### src/rtl/vid_comp_packer.sv
module vid_comp_packer #(
  parameter int SAMPLE_W = 8,
  parameter int LANES    = 8
) (
  input  logic                        clk,
  input  logic                        rst,
  input  logic                        line_start,
  input  logic                        sample_valid,
  input  logic [SAMPLE_W-1:0]         sample,
  input  logic                        big_endian,
  output logic [SAMPLE_W*LANES-1:0]   y_data,
  output logic                        y_wr,
  output logic [SAMPLE_W*LANES-1:0]   cb_data,
  output logic                        cb_wr,
  output logic [SAMPLE_W*LANES-1:0]   cr_data,
  output logic                        cr_wr
);
  localparam int WORD_W = SAMPLE_W * LANES;
  localparam int LW     = (LANES > 1) ? $clog2(LANES) : 1;
  localparam int NCOMP  = 3;

  logic [1:0]       phase;
  logic             be_q;
  logic [NCOMP-1:0] hit;

  always_ff @(posedge clk) begin
    if (rst || line_start) begin
      phase <= '0;
      be_q  <= big_endian;
    end else if (sample_valid) begin
      phase <= phase + 2'd1;
    end
  end

  always_comb begin
    hit = '0;
    if (sample_valid && !line_start) begin
      if (phase[0])      hit[0] = 1'b1;
      else if (phase[1]) hit[2] = 1'b1;
      else               hit[1] = 1'b1;
    end
  end

  for (genvar c = 0; c < NCOMP; c++) begin : g_comp
    logic [LW-1:0]     lane;
    logic [LW-1:0]     pos;
    logic [WORD_W-1:0] acc;
    logic [WORD_W-1:0] merged;
    logic [WORD_W-1:0] word;
    logic              wr;

    assign pos = be_q ? LW'(LANES - 1) - lane : lane;

    always_comb begin
      merged = acc;
      merged[pos*SAMPLE_W +: SAMPLE_W] = sample;
    end

    always_ff @(posedge clk) begin
      if (rst) begin
        lane <= '0;
        acc  <= '0;
        word <= '0;
        wr   <= 1'b0;
      end else if (line_start) begin
        lane <= '0;
        acc  <= '0;
        wr   <= 1'b0;
      end else begin
        wr <= 1'b0;
        if (hit[c]) begin
          if (lane == LW'(LANES - 1)) begin
            lane <= '0;
            acc  <= '0;
            word <= merged;
            wr   <= 1'b1;
          end else begin
            lane <= lane + 1'b1;
            acc  <= merged;
          end
        end
      end
    end
  end

  assign y_data  = g_comp[0].word;
  assign y_wr    = g_comp[0].wr;
  assign cb_data = g_comp[1].word;
  assign cb_wr   = g_comp[1].wr;
  assign cr_data = g_comp[2].word;
  assign cr_wr   = g_comp[2].wr;
endmodule


### config.mk
export PLATFORM = sky130hd
export DESIGN_NAME = vid_comp_packer
export DESIGN_NICKNAME = d
export VERILOG_FILES = /design/src/rtl/vid_comp_packer.sv
export SDC_FILE = /design/constraint.sdc
export NUM_CORES = 1
export LEC_CHECK = 0
export BUFFER_PORTS_ARGS = -buffer_cell sky130_fd_sc_hd__buf_2
export CORE_ASPECT_RATIO = 1.25
export CORE_MARGIN = 10
export CORE_UTILIZATION = 55
export CTS_CLUSTER_SIZE = 12
export DETAILED_ROUTE_END_ITERATION = 16
export PLACE_DENSITY = 0.72
export RECOVER_POWER = 100
export SYNTH_ARGS = -nofsm -noshare
export SYNTH_HDL_FRONTEND = slang
export SYNTH_SLANG_ARGS = --single-unit
### constraint.sdc
create_clock -name clk -period 3.9 [get_ports clk]
set_input_delay 0.78 -clock clk [delete_from_list [all_inputs] [get_ports clk]]
set_output_delay 0.78 -clock clk [all_outputs]
set_load 0.05 [all_outputs]
* Word-level counts from Yosys, hierarchy flattened *
Cells that the tools add are included.
W data, S select, Z words.

storage, ports and cells
  bits in registers = 399
  bits of input ports = 13
  logic and storage cells = 67

operators by class
  add/sub/neg operators = 10
  eq/ne operators = 3
  shifts and indexed selects = 6
  muxes and demuxes = 20
  bitwise operators = 4
  reductions and logical operators = 10

operator list
  kind                       count
  $bwmux W64                 3
  $mux W64                   3
  $shift A8 B34 Y64 const A  3
  $shiftx A8 B34 Y64         3
  $neg A6 Y34                3
  $mux W3                    7
  $add A3 B1 Y3 const B      3
  $eq A3 B3 Y1 const B       3
  $reduce_and A3 Y1          3
  $reduce_or A3 Y1           3
  $sub A3 B3 Y3 const A      3
  $mux W1                    6
  $not A1 Y1                 4
  $add A2 B1 Y2 const B      1
  $mux W2                    1
  $reduce_or A2 Y1           1
  $logic_and A1 B1 Y1        1
  $logic_not A1 Y1           1
  $logic_or A1 B1 Y1         1

* Logic depth before layout (Yosys ltp) *
Gate-level depths: netlist (run 1).

  depth after elaboration = 6
  depth in mapped cells = 13

* Worst setup path before layout (run 1) *
Ideal clock, no wire load.

  kind = reg-to-reg
  from = register be_q
  to = register g_comp[1].word[40], in the netlist cb_data[40]
  arrival time = 2.738 ns
  data required time = 3.768 ns
  slack = 1.030 ns
  cell stages (with the launch flop) = 13
  clock period less this slack = 2.870 ns
  cells stage by stage = edfxtp_1 buf_4 buf_4 buf_2 or3_1 nand2_1 ha_1 clkbuf_1 nor3b_1 nand2_1 clkbuf_1 a211oi_1 nor3_1

on the way
  longest elaborated chain between the ends = 4

ends and longest elaborated chain
  element                                                         line  source
  start: declaration                                              23    logic be_q;
  start signal: assignment                                        29    be_q <= big_endian;
  $mux W3 *                                                       52    assign pos = be_q ? LW'(LANES - 1) - lane : lane;
  $neg A6 Y34 *                                                   56    merged[pos*SAMPLE_W +: SAMPLE_W] = sample;
  $shiftx A8 B34 Y64 / $shift A8 B34 Y64 (equally long branches)  56
  $bwmux W64 *                                                    56
  end signal: assignment                                          75    word <= merged;
  end: declaration                                                49    logic [WORD_W-1:0] word;

Mark *: on every way between the ends. The rest lies on a longest branch, timed or not.
A chain may end at the register's enable or synchronous reset.

* Final worst setup path (run 1) *
  from = register be_q
  to = register g_comp[0].acc[14]

on the way
  longest elaborated chain between the ends = 5

ends and longest elaborated chain
  element                                                         line  source
  $mux W3 *                                                       52
  $neg A6 Y34 *                                                   56
  $shiftx A8 B34 Y64 / $shift A8 B34 Y64 (equally long branches)  56
  $bwmux W64 *                                                    56
  $mux W64 *                                                      72    if (lane == LW'(LANES - 1)) begin
  end signal: assignment                                          79    acc <= merged;
  end: declaration                                                47    logic [WORD_W-1:0] acc;

Marked as above.

==> metrics.md, run 1 <==
| Metric | Value |
|---|---|
| Status | `finished clean` |
| Capturing point of the worst reg2reg path | `g_comp[0].acc[14]$_SDFFE_PP0P_` |
| Slowest cell on the critical path | `clkbuf_1` |
| Fraction of layout instances using a drive strength above 1 | `0.0755` |
| Gr usage total | `0.241` |
| Hold buffers post-CTS | `0` |
| Std cell rows | `69` |
| Type of element capturing the critical path | `flop` |
| Post-route ant nets | `0` |
| Net count of the mapped netlist | `~1.7k` |
| Post-synth cell types | `56` |
| Quantity of gates resized following cts | `0` |
| Cell taking the most area after synthesis | `dfxtp_1` |
| Number of global-route vias before repair | `13.2k` |
| Wirelength, routed | `46200 µm` |
| Power per unit of standard cell area | `between 400 and 500 mW/mm²` |
| Ordered list of cells on the worst path | `buf_4 > xor2_1 > clkbuf_1 > and2_0 > o21ai_1 > a22o_1` |
| Worst-Margin Slew | `approximately 1.5 ns` |
| Top flip-flop cell by instance count after synthesis | `dfxtp_1` |
| Min-Delay Endpoint | `g_comp[1].acc[14]$_SDFFE_PP0P_` |
| Post-synth EDFFs | `1` |
| Footprint of the multi-input gates | `~0.0073 mm²` |
| CTS tree | `done` |
| Hold violation count in the final report | `0` |
| Worst-path maximum fanout | `19` |
| Worst Hold Launch | `g_comp[1].acc[14]$_SDFFE_PP0P_` |
| WP buf/inv | `2` |
| Setup fix buffers added after clock tree synthesis | `0` |
| DRC violations left | `0` |
| Top achievable clock speed | `between 300 and 400 MHz` |
| Insertion delay of the later-clocked pin in the worst-skew pair | `0.53 ns` |
| Sequential fraction of the synthesis area | `0.499` |
| Worst reg2reg path startpoint | `be_q$_DFFE_PP_` |
| WP data required | `4.32 ns` |
| Die span in y | `roughly 210 µm` |
| Mean Syn Cell Area | `9.32 µm²` |
| First-pass iteration count of the detailed router | `5` |
| Highest metal layer used by the detailed router | `met4` |
| Clock buffer count from CTS | `40` |
| Clock sink count | `399` |
| Routed vias | `approximately 14k` |
| Final setup vio count | `0` |
| Clk_skew | `0.0128 ns` |
| Routed WL per cell | `slightly above 20 µm` |
| R2R setup slack | `0.57 ns` |
| Buffers on Ports | `between 200 and 250` |
| Max-slew headroom at the worst pin | `0.0150` |
| Fin area | `0.0181 mm²` |
| Shortest period the worst path allows | `approximately 3.3 ns` |
| Kind of cell adding the most delay to the critical path | `buffers and inverters` |
| Initial antenna violation count | `1` |
| Unrepaired setup endpoints after global routing | `no` |
| Worst IR drop on VDD | `369 µV` |
| Area taken by flip-flops and latches | `0.00800 mm²` |
| Top-area cell type share of the netlist area | `0.498` |
| Most common cell after layout, fill and taps aside | `dfxtp_1` |
| Clock edge transition at the registers on the reported setup and hold paths | `0.06 ns` |
| Total placed instance area | `0.0173 mm²` |
| Detailed route wirelength on metal2 | `22000 µm` |
| Wire length of the first global-routing pass | `73200 µm` |
| Worst setup path class | `reg2reg` |
| CTS HTree Levels | `2` |
| Delay of the slowest critical-path stage | `approximately 0.63 ns` |
| Final Wtd Congestion | `0.858` |
| # Max-Cap Violations | `0` |
| Most frequent cells in the layout | `dfxtp_1 (398), nor2_1 (271), clkbuf_1 (215)` |
| First DRT Iteration DRCs | `around 1.0k` |
| Max Transition Viols Final | `0` |
| Hold/Removal Path Class | `reg2reg` |
| Root Buffer Master | `clkbuf_16` |
| Largest net degree at the start of global routing | `75` |
| Element type at the critical path start | `flop` |
| Core area | `approximately 0.029 mm²` |
| Post-route non-filler standard cell count | `~2.3k` |
| Wl on met1 | `20200 µm` |
| Most area-consuming cells after synthesis | `dfxtp_1 (50%), nor2_1 (6.4%), a22o_1 (5.1%)` |
| Cell count of the worst reg-to-reg path | `6` |
| Initial cell density of the core | `0.560` |
| Summed instance area of the synthesized netlist | `0.0160 mm²` |
| HPWL Detailed | `about 31000 µm` |
| Share of flip-flops with an asynchronous set or reset after synthesis | `0` |
| Area growth from synthesis to layout | `13.0%` |
| Wire length on met3 | `2740 µm` |
| Total grt overflow | `0` |
| Number of warnings printed during yosys synthesis | `0` |
| Placed instance count | `2214` |
| Synthesized netlist cell count | `1718` |
| Per-cell via count in the routed design | `6.08` |
| Total Die Area | `0.0364 mm²` |
| Hold Path Cell Cnt | `2` |
| Arrival time reported for the critical path endpoint | `3.74 ns` |
| Fill count | `2526` |
| Number of synthesized register bits | `~400` |
| Width of the die | `between 150 and 200 µm` |
| Number of nets in the layout | `1893` |
| Static leakage | `6.25 nW` |
| Maximum number of buffers from clock root to sink | `3` |
| Share of the cycle needed by the critical path after routing | `0.854` |
| Final-layout setup total negative slack | `0 ns` |
| IO Count | `208` |
## worst reg2reg max path, cell delays in order (launching register included)
cell and delay, ns:
edfxtp_1 0.50, buf_4 0.32, xor2_1 0.60, clkbuf_1 0.63, and2_0 0.53, o21ai_1 0.33
a22o_1 0.32
## where the power goes
part	internal (mW)	switching, mW	total [mW]
logic	0.106	0.369	0.475
registers	4.08	0.00708	4.09
clock network	1.93	1.51	3.44
total	6.12	1.88	8.01
## Yosys cell counts, types with 6 or more instances
cell type	number
dfxtp_1	398
nor2_1	271
nand2_1	149
clkbuf_1	109
a22o_1	93
nand3_1	67
a211oi_1	65
mux2i_1	58
a32o_1	48
o221a_2	46
a311oi_1	45
a21oi_1	43
o2bb2ai_1	41
nor3_1	39
inv_1	35
a2111oi_0	24
buf_2	17
and3_1	16
nand2b_1	15
o21ai_0	15
ha_1	14
o22ai_1	11
buf_1	10
o21ai_1	10
a22oi_1	7
xnor2_1	7
or3_1	6
## cells by family (layout without fill, tap and decap cells)
| group | after synthesis | after routing | synth area share |
|---|---|---|---|
| other | 0 | 1 | 0 |
| flip-flops | 399 | 399 | 0.499 |
| AND/OR/NAND/NOR | 603 | 603 | 0.165 |
| XOR/XNOR | 10 | 10 | 0.00547 |
| AO/OA/AOI/OAI | 458 | 458 | 0.239 |
| buffers and inverters | 176 | 338 | 0.0438 |
| adder cells (fa/ha/maj) | 14 | 14 | 0.0109 |
| multiplexers | 58 | 58 | 0.0363 |
## sequential cells by signal, indices dropped and copies added, names as in the netlist
register,count
y_wr,1
be_q,1
phase,2
y_data,64
g_comp.lane,9
cb_wr,1
cr_wr,1
cb_data,64
cr_data,64
g_comp.acc,192
## per-layer routing
layer	GRT usage	vias to the layer above
met3	0.0402	78
li1	-	6635
met2	0.406	471
met1	0.310	6626
met4	0.0787	0
met5	0	-
## how the worst max path moves through the flow
stage	slack (ns)	from	end	cells after the start
finish	0.57	be_q$_DFFE_PP_	g_comp[0].acc[14]$_SDFFE_PP0P_	6
global route	0.29	sample_valid	cb_data[0]$_SDFFE_PP0P_	7
CTS	0.81	be_q$_DFFE_PP_	g_comp[1].acc[49]$_SDFFE_PP0P_	7
detailed placement	0.83	be_q$_DFFE_PP_	g_comp[1].acc[53]$_SDFFE_PP0P_	7
global placement	0.92	be_q$_DFFE_PP_	g_comp[2].acc[50]$_SDFFE_PP0P_	8
floorplan	1.03	be_q$_DFFE_PP_	cb_data[40]$_SDFFE_PP0P_	12
## layout make-up
cell class              instances  area share
well taps                     390      0.0270
inverters                      36     0.00747
flip-flops and latches        399       0.442
repair buffers                246      0.0585
clock buffers                  51      0.0599
clock inverters                 5     0.00180
multi-input cells            1143       0.403
diodes                          1    0.000138
## stage by stage
stage	power (mW)	util	hold WS, ns	worst slack (ns)
after floorplan	4.50	-	0.425	1.03
after CTS	8.06	0.645	0.452	0.813
after detailed placement	4.65	0.606	0.442	0.832
after global placement	4.65	0.606	0.437	0.923
final	8.01	0.633	0.452	0.571
after global routing	8.24	0.633	0.477	0.288
No activity file was read; power rests on OpenSTA's default activity.
==> run 2, diff against run 1 <==
--- a/config.mk
+++ b/config.mk
@@ -7,9 +7,7 @@
 export LEC_CHECK = 0
 export BUFFER_PORTS_ARGS = -buffer_cell sky130_fd_sc_hd__buf_2
 export CORE_ASPECT_RATIO = 1.25
-export CORE_MARGIN = 10
 export CORE_UTILIZATION = 55
-export CTS_CLUSTER_SIZE = 12
 export DETAILED_ROUTE_END_ITERATION = 16
 export PLACE_DENSITY = 0.72
 export RECOVER_POWER = 100
==> run 2 against run 1 <==
  * First-iteration DRC count increased by 9.5%
  * Power increased by 4.3%
  * Setup slack improved by 0.0070 ns
  * Core utilization increased by 0.50 points
  * Critical path depth unchanged
  * Highest routed layer is now met5
  * Hold slack got worse by 0.017 ns
  * Maximum frequency increased by 0.21%
  * Largest power group unchanged
  * Final area increased by 0.48%
  * Critical path type unchanged
  * Clock skew decreased by 0.00067 ns
  * Via count increased by 0.76%
  * Sequential cell count unchanged
  * Global-route usage increased by 5.0 points
==> metrics.md, run 2 (synthesized netlist as in run 1, its figures left out) <==
| Metric | Value |
|---|---|
| Insertion delay of the later-clocked pin in the worst-skew pair | `0.52 ns` |
| Clk_skew | `around 0.012 ns` |
| Std cell rows | `69` |
| Number of flip-flops under the largest register name | `192` |
| Largest net degree at the start of global routing | `84` |
| Post-route non-filler standard cell count | `2243` |
| Fraction of met2 tracks used by global routing | `0.481` |
| First-pass iteration count of the detailed router | `7` |
| Share of the cycle needed by the critical path after routing | `0.852` |
| Per-cell via count in the routed design | `6.20` |
| Setup fix buffers added after clock tree synthesis | `0` |
| Quantity of gates resized following cts | `0` |
| Final setup vio count | `0` |
| Width of the die | `155 µm` |
| Footprint of the multi-input gates | `0.00730 mm²` |
| Initial cell density of the core | `0.562` |
| Shortest period the worst path allows | `3.32 ns` |
| Wirelength, routed | `about 44000 µm` |
| Root Buffer Master | `clkbuf_16` |
| Status | `finished clean` |
| # Max-Cap Violations | `0` |
| Worst-path maximum fanout | `21` |
| Area taken by flip-flops and latches | `0.00800 mm²` |
| Worst IR drop on VDD | `309 µV` |
| Power per unit of standard cell area | `459 mW/mm²` |
| Hold violation count in the final report | `0` |
| Total Die Area | `a little under 0.03 mm²` |
| Worst-case setup slack after placement | `0.795 ns` |
| Max Transition Viols Final | `0` |
| CTS HTree Levels | `2` |
| R2R setup slack | `0.58 ns` |
| Total grt overflow | `0` |
| Worst setup path class | `reg2reg` |
| CTS tree | `done` |
| Worst-Margin Slew | `1.45 ns` |
| Diodes inserted | `0` |
| Buffers on Ports | `207` |
| Type of element capturing the critical path | `flop` |
| Hold Path Cell Cnt | `1` |
| Clock edge transition at the registers on the reported setup and hold paths | `0.07 ns` |
| Register with the highest flop count | `g_comp.acc` |
| Routed WL per cell | `19.7 µm` |
| Hold buffers post-CTS | `0` |
| Clock buffer count from CTS | `39` |
| Unrepaired setup endpoints after global routing | `no` |
| Area growth from synthesis to layout | `13.6%` |
| Routing layer with the top usage in global route | `met2` |
| Fin area | `between 0.015 and 0.02 mm²` |
| Post-route ant nets | `0` |
| DRC violations left | `0` |
| Fraction of layout instances using a drive strength above 1 | `0.0816` |
| Min setup slack post-route | `0.578 ns` |
| Core area | `0.0285 mm²` |
| First DRT Iteration DRCs | `~1.1k` |
| Cell count of the worst reg-to-reg path | `6` |
| Number of nets in the layout | `between 1.5k and 2k` |
| Most frequent cells in the layout | `dfxtp_1 (398), nor2_1 (271), clkbuf_1 (209)` |
| IO Count | `208` |
| Placed instance count | `2175` |
| WP data required | `4.31 ns` |
| Gr usage total | `0.291` |
| Met3 Track Usage GR | `0.0436` |
| Element type at the critical path start | `flop` |
| Initial antenna violation count | `1` |
| Max-slew headroom at the worst pin | `0.0306` |
| Wire length of the first global-routing pass | `slightly below 70000 µm` |
| Maximum number of buffers from clock root to sink | `3` |
| Clock sink count | `399` |
| Final-layout setup total negative slack | `0 ns` |
| Final Wtd Congestion | `0.856` |
| Global-route track usage on met1 | `0.378` |
| Top achievable clock speed | `301 MHz` |
| Die span in y | `around 190 µm` |
| HPWL Detailed | `about 30000 µm` |
| Number of global-route vias before repair | `12.7k` |
| Fill count | `2580` |
| Most common cell after layout, fill and taps aside | `dfxtp_1` |
| Total placed instance area | `0.0172 mm²` |
| Routed vias | `13.9k` |
| Hold/Removal Path Class | `in2reg` |
| Arrival time reported for the critical path endpoint | `between 3 and 4 ns` |
| Static leakage | `around 6.3 nW` |
[run 2: area by class of cell]
cell class / instances / area share
Sequential cell: 399 / 0.440
Multi-Input combinational cell: 1143 / 0.402
Clock buffer: 51 / 0.0594
Timing Repair Buffer: 242 / 0.0565
Tap cell: 355 / 0.0244
Clock inverter: 17 / 0.0108
Inverter: 36 / 0.00743
[run 2: path summary, 6_finish.rpt]
kind / from / endpoint
setup / recovery: be_q$_DFFE_PP_ / g_comp[0].acc[43]$_SDFFE_PP0P_
hold / removal: big_endian / be_q$_DFFE_PP_
setup reg to reg: be_q$_DFFE_PP_ / g_comp[0].acc[43]$_SDFFE_PP0P_
hold reg to reg: g_comp[1].acc[14]$_SDFFE_PP0P_ / g_comp[1].acc[14]$_SDFFE_PP0P_
[run 2: per-layer routing]
metal | part of all wire | wire length (µm) | vias up
li1 | - | - | 6637
met1 | 0.43 | 19200 | 6674
met2 | 0.47 | 20600 | 485
met3 | 0.060 | 2650 | 117
met4 | 0.039 | 1710 | 2
met5 | 0.00029 | 13 | -
[run 2: per-stage QoR]
stage           util  hold slack (ns)  power (mW)
2_1_floorplan      -            0.425        4.50
3_3_place_gp   0.604            0.436        4.65
3_5_place_dp   0.604            0.442        4.65
4_1_cts        0.649            0.427        8.38
5_1_grt        0.638            0.428        8.58
6_report       0.638            0.435        8.35
[run 2: critical path, stage by stage (launching register included)]
cell	delay, ns
edfxtp_1	0.49
buf_4	0.32
xor2_1	0.51
clkbuf_1	0.63
and2_0	0.48
o21ai_0	0.43
a22o_1	0.36
[run 2: power breakdown]
group | total, mW | switching [mW] | internal, mW
Clock | 3.79 | 1.56 | 2.22
Combinational | 0.474 | 0.370 | 0.104
Sequential | 4.09 | 0.00683 | 4.08
Total | 8.35 | 1.94 | 6.41
==> run 3, diff against run 2 <==
--- a/config.mk
+++ b/config.mk
@@ -7,7 +7,9 @@
 export LEC_CHECK = 0
 export BUFFER_PORTS_ARGS = -buffer_cell sky130_fd_sc_hd__buf_2
 export CORE_ASPECT_RATIO = 1.25
+export CORE_MARGIN = 8
 export CORE_UTILIZATION = 55
+export CTS_CLUSTER_SIZE = 10
 export DETAILED_ROUTE_END_ITERATION = 16
 export PLACE_DENSITY = 0.72
 export RECOVER_POWER = 100
==> run 3 against run 2 <==
  * Sequential power is essentially flat
  * Critical path depth increased by 3
  * Core utilization is 1.3 points lower
  * Power shrank 2.2%
  * Global-route usage shrank 3.6 points
  * Cell count increased by 1.0%
  * Critical path type unchanged
==> metrics.md, run 3 (synthesized netlist as in run 1, its figures left out) <==
| Metric | Value |
|---|---|
| Status | `finished clean` |
| Routed WL per cell | `20.2 µm` |
| Routed vias | `13.8k` |
| Worst-path maximum fanout | `21` |
| IO Count | `~210` |
| Clock sink count | `399` |
| Top achievable clock speed | `301 MHz` |
| Worst reg2reg path startpoint | `be_q$_DFFE_PP_` |
| Hold buffers post-CTS | `0` |
| CTS HTree Levels | `2` |
| Element type at the critical path start | `flop` |
| Unrepaired setup endpoints after global routing | `no` |
| Insertion delay of the later-clocked pin in the worst-skew pair | `about 0.55 ns` |
| Critical Path Start | `be_q$_DFFE_PP_` |
| Per-cell via count in the routed design | `6.10` |
| Total Die Area | `between 0.03 and 0.04 mm²` |
| Final-layout setup total negative slack | `0 ns` |
| CTS tree | `done` |
| Std cell rows | `70` |
| Type of element capturing the critical path | `flop` |
| Maximum number of buffers from clock root to sink | `3` |
| Setup fix buffers added after clock tree synthesis | `0` |
| Most frequent cells in the layout | `dfxtp_1 (398), nor2_1 (271), clkbuf_1 (210)` |
| First-pass iteration count of the detailed router | `5` |
| Area taken by flip-flops and latches | `~0.0080 mm²` |
| Final total power | `8.16 mW` |
| Gr usage total | `0.255` |
| Final setup vio count | `0` |
| Fraction of layout instances using a drive strength above 1 | `0.0728` |
| Slowest cell on the critical path | `clkbuf_1` |
| Clk_skew | `between 0.02 and 0.025 ns` |
| Max Transition Viols Final | `0` |
| Fraction of met2 tracks used by global routing | `0.422` |
| Delay of the slowest critical-path stage | `0.59 ns` |
| Library cell appearing most often on the critical path | `nand2_1` |
| Shortest period the worst path allows | `3.32 ns` |
| Die span in y | `207 µm` |
| Worst Hold Launch | `big_endian` |
| Wire length of the first global-routing pass | `72500 µm` |
| Buffers on Ports | `207` |
| Share of the cycle needed by the critical path after routing | `0.851` |
| Max-slew headroom at the worst pin | `0.0877` |
| Worst setup path class | `reg2reg` |
| Post-route ant nets | `0` |
| Power per unit of standard cell area | `~450 mW/mm²` |
| Initial cell density of the core | `0.552` |
| Clock buffer count from CTS | `45` |
| Ordered list of cells on the worst path | `buf_4 > or3_1 > nand2_1 > ha_1 > and3b_1 > nand2_1 > clkbuf_1 > nand2_1 > o221a_2` |
| Largest net degree at the start of global routing | `82` |
| Worst-Margin Slew | `1.37 ns` |
| Register with the highest flop count | `g_comp.acc` |
| Root Buffer Master | `clkbuf_16` |
| Global-route track usage on met1 | `0.321` |
| # Max-Cap Violations | `0` |
| Initial antenna violation count | `3` |
| Hold violation count in the final report | `0` |
| Routing layer with the top usage in global route | `met2` |
| First DRT Iteration DRCs | `1056` |
| Total grt overflow | `0` |
| DRC violations left | `0` |
| Fill count | `approximately 2.6k` |
| Core area | `between 0.02 and 0.03 mm²` |
| WP data required | `approximately 4.3 ns` |
| Width of the die | `169 µm` |
| Wirelength, routed | `45700 µm` |
| Most common cell after layout, fill and taps aside | `dfxtp_1` |
| Number of global-route vias before repair | `13.3k` |
| Final Wtd Congestion | `0.831` |
| Worst IR drop on VDD | `around 370 µV` |
| Arrival time reported for the critical path endpoint | `3.74 ns` |
| Static leakage | `6.25 nW` |
| Number of nets in the layout | `1894` |
| Footprint of the multi-input gates | `0.00732 mm²` |
| Clock edge transition at the registers on the reported setup and hold paths | `0.06 ns` |
| Quantity of gates resized following cts | `0` |
| Met3 Track Usage GR | `0.0516` |
| Number of flip-flops under the largest register name | `roughly 190` |
| HPWL Detailed | `30300 µm` |
| Area growth from synthesis to layout | `13.2%` |
| Hold/Removal Path Class | `in2reg` |
run 3: power by group:
group / internal (mW) / switching (mW) / total [mW]
registers: 4.09 / 0.00681 / 4.09
logic: 0.101 / 0.365 / 0.466
clock network: 2.07 / 1.53 / 3.60
run 3: critical path: cells and delay by family, from the launching register on:
family / cells / cell delay (ns)
DFF: 1 / 0.50
and+or+nand+nor: 5 / 1.14
buffers and inverters: 2 / 0.86
adders and majority gates: 1 / 0.30
AOI/OAI and AO/OA: 1 / 0.40
run 3: stage by stage:
step	worst slack (ns)	area (µm²)	instances	util	hold WS, ns
floorplan	1.03	16000	1718	-	0.425
global placement	0.910	17300	2216	0.595	0.439
detailed placement	0.846	17300	2216	0.595	0.448
CTS	0.835	18400	2265	0.636	0.404
global route	0.280	18100	2265	0.625	0.415
finish	0.581	18100	2266	0.625	0.422
run 3: area by class of cell:
cell class | count | area share
Antenna cell | 1 | 0.000138
Clock buffer | 48 | 0.0639
Multi-Input combinational cell | 1143 | 0.404
Sequential cell | 399 | 0.441
Tap cell | 396 | 0.0273
Timing Repair Buffer | 242 | 0.0554
Inverter | 36 | 0.00745
Clock inverter | 1 | 0.000897
run 3: per-layer routing:
layer / up-vias / part of all wire
li1: 6616 / -
met1: 6628 / 0.43
met2: 477 / 0.46
met5: - / 0.00055
met3: 107 / 0.068
met4: 4 / 0.036
run 3: worst paths after layout:
check | depth (start not counted) | to | slack, ns
worst max register to register | 9 | y_data[21]$_SDFFE_PP0P_ | 0.58
worst min register to register | 2 | cr_data[4]$_SDFFE_PP0P_ | 0.46
worst min-delay path | 1 | be_q$_DFFE_PP_ | 0.42
worst max-delay path | 9 | y_data[21]$_SDFFE_PP0P_ | 0.58
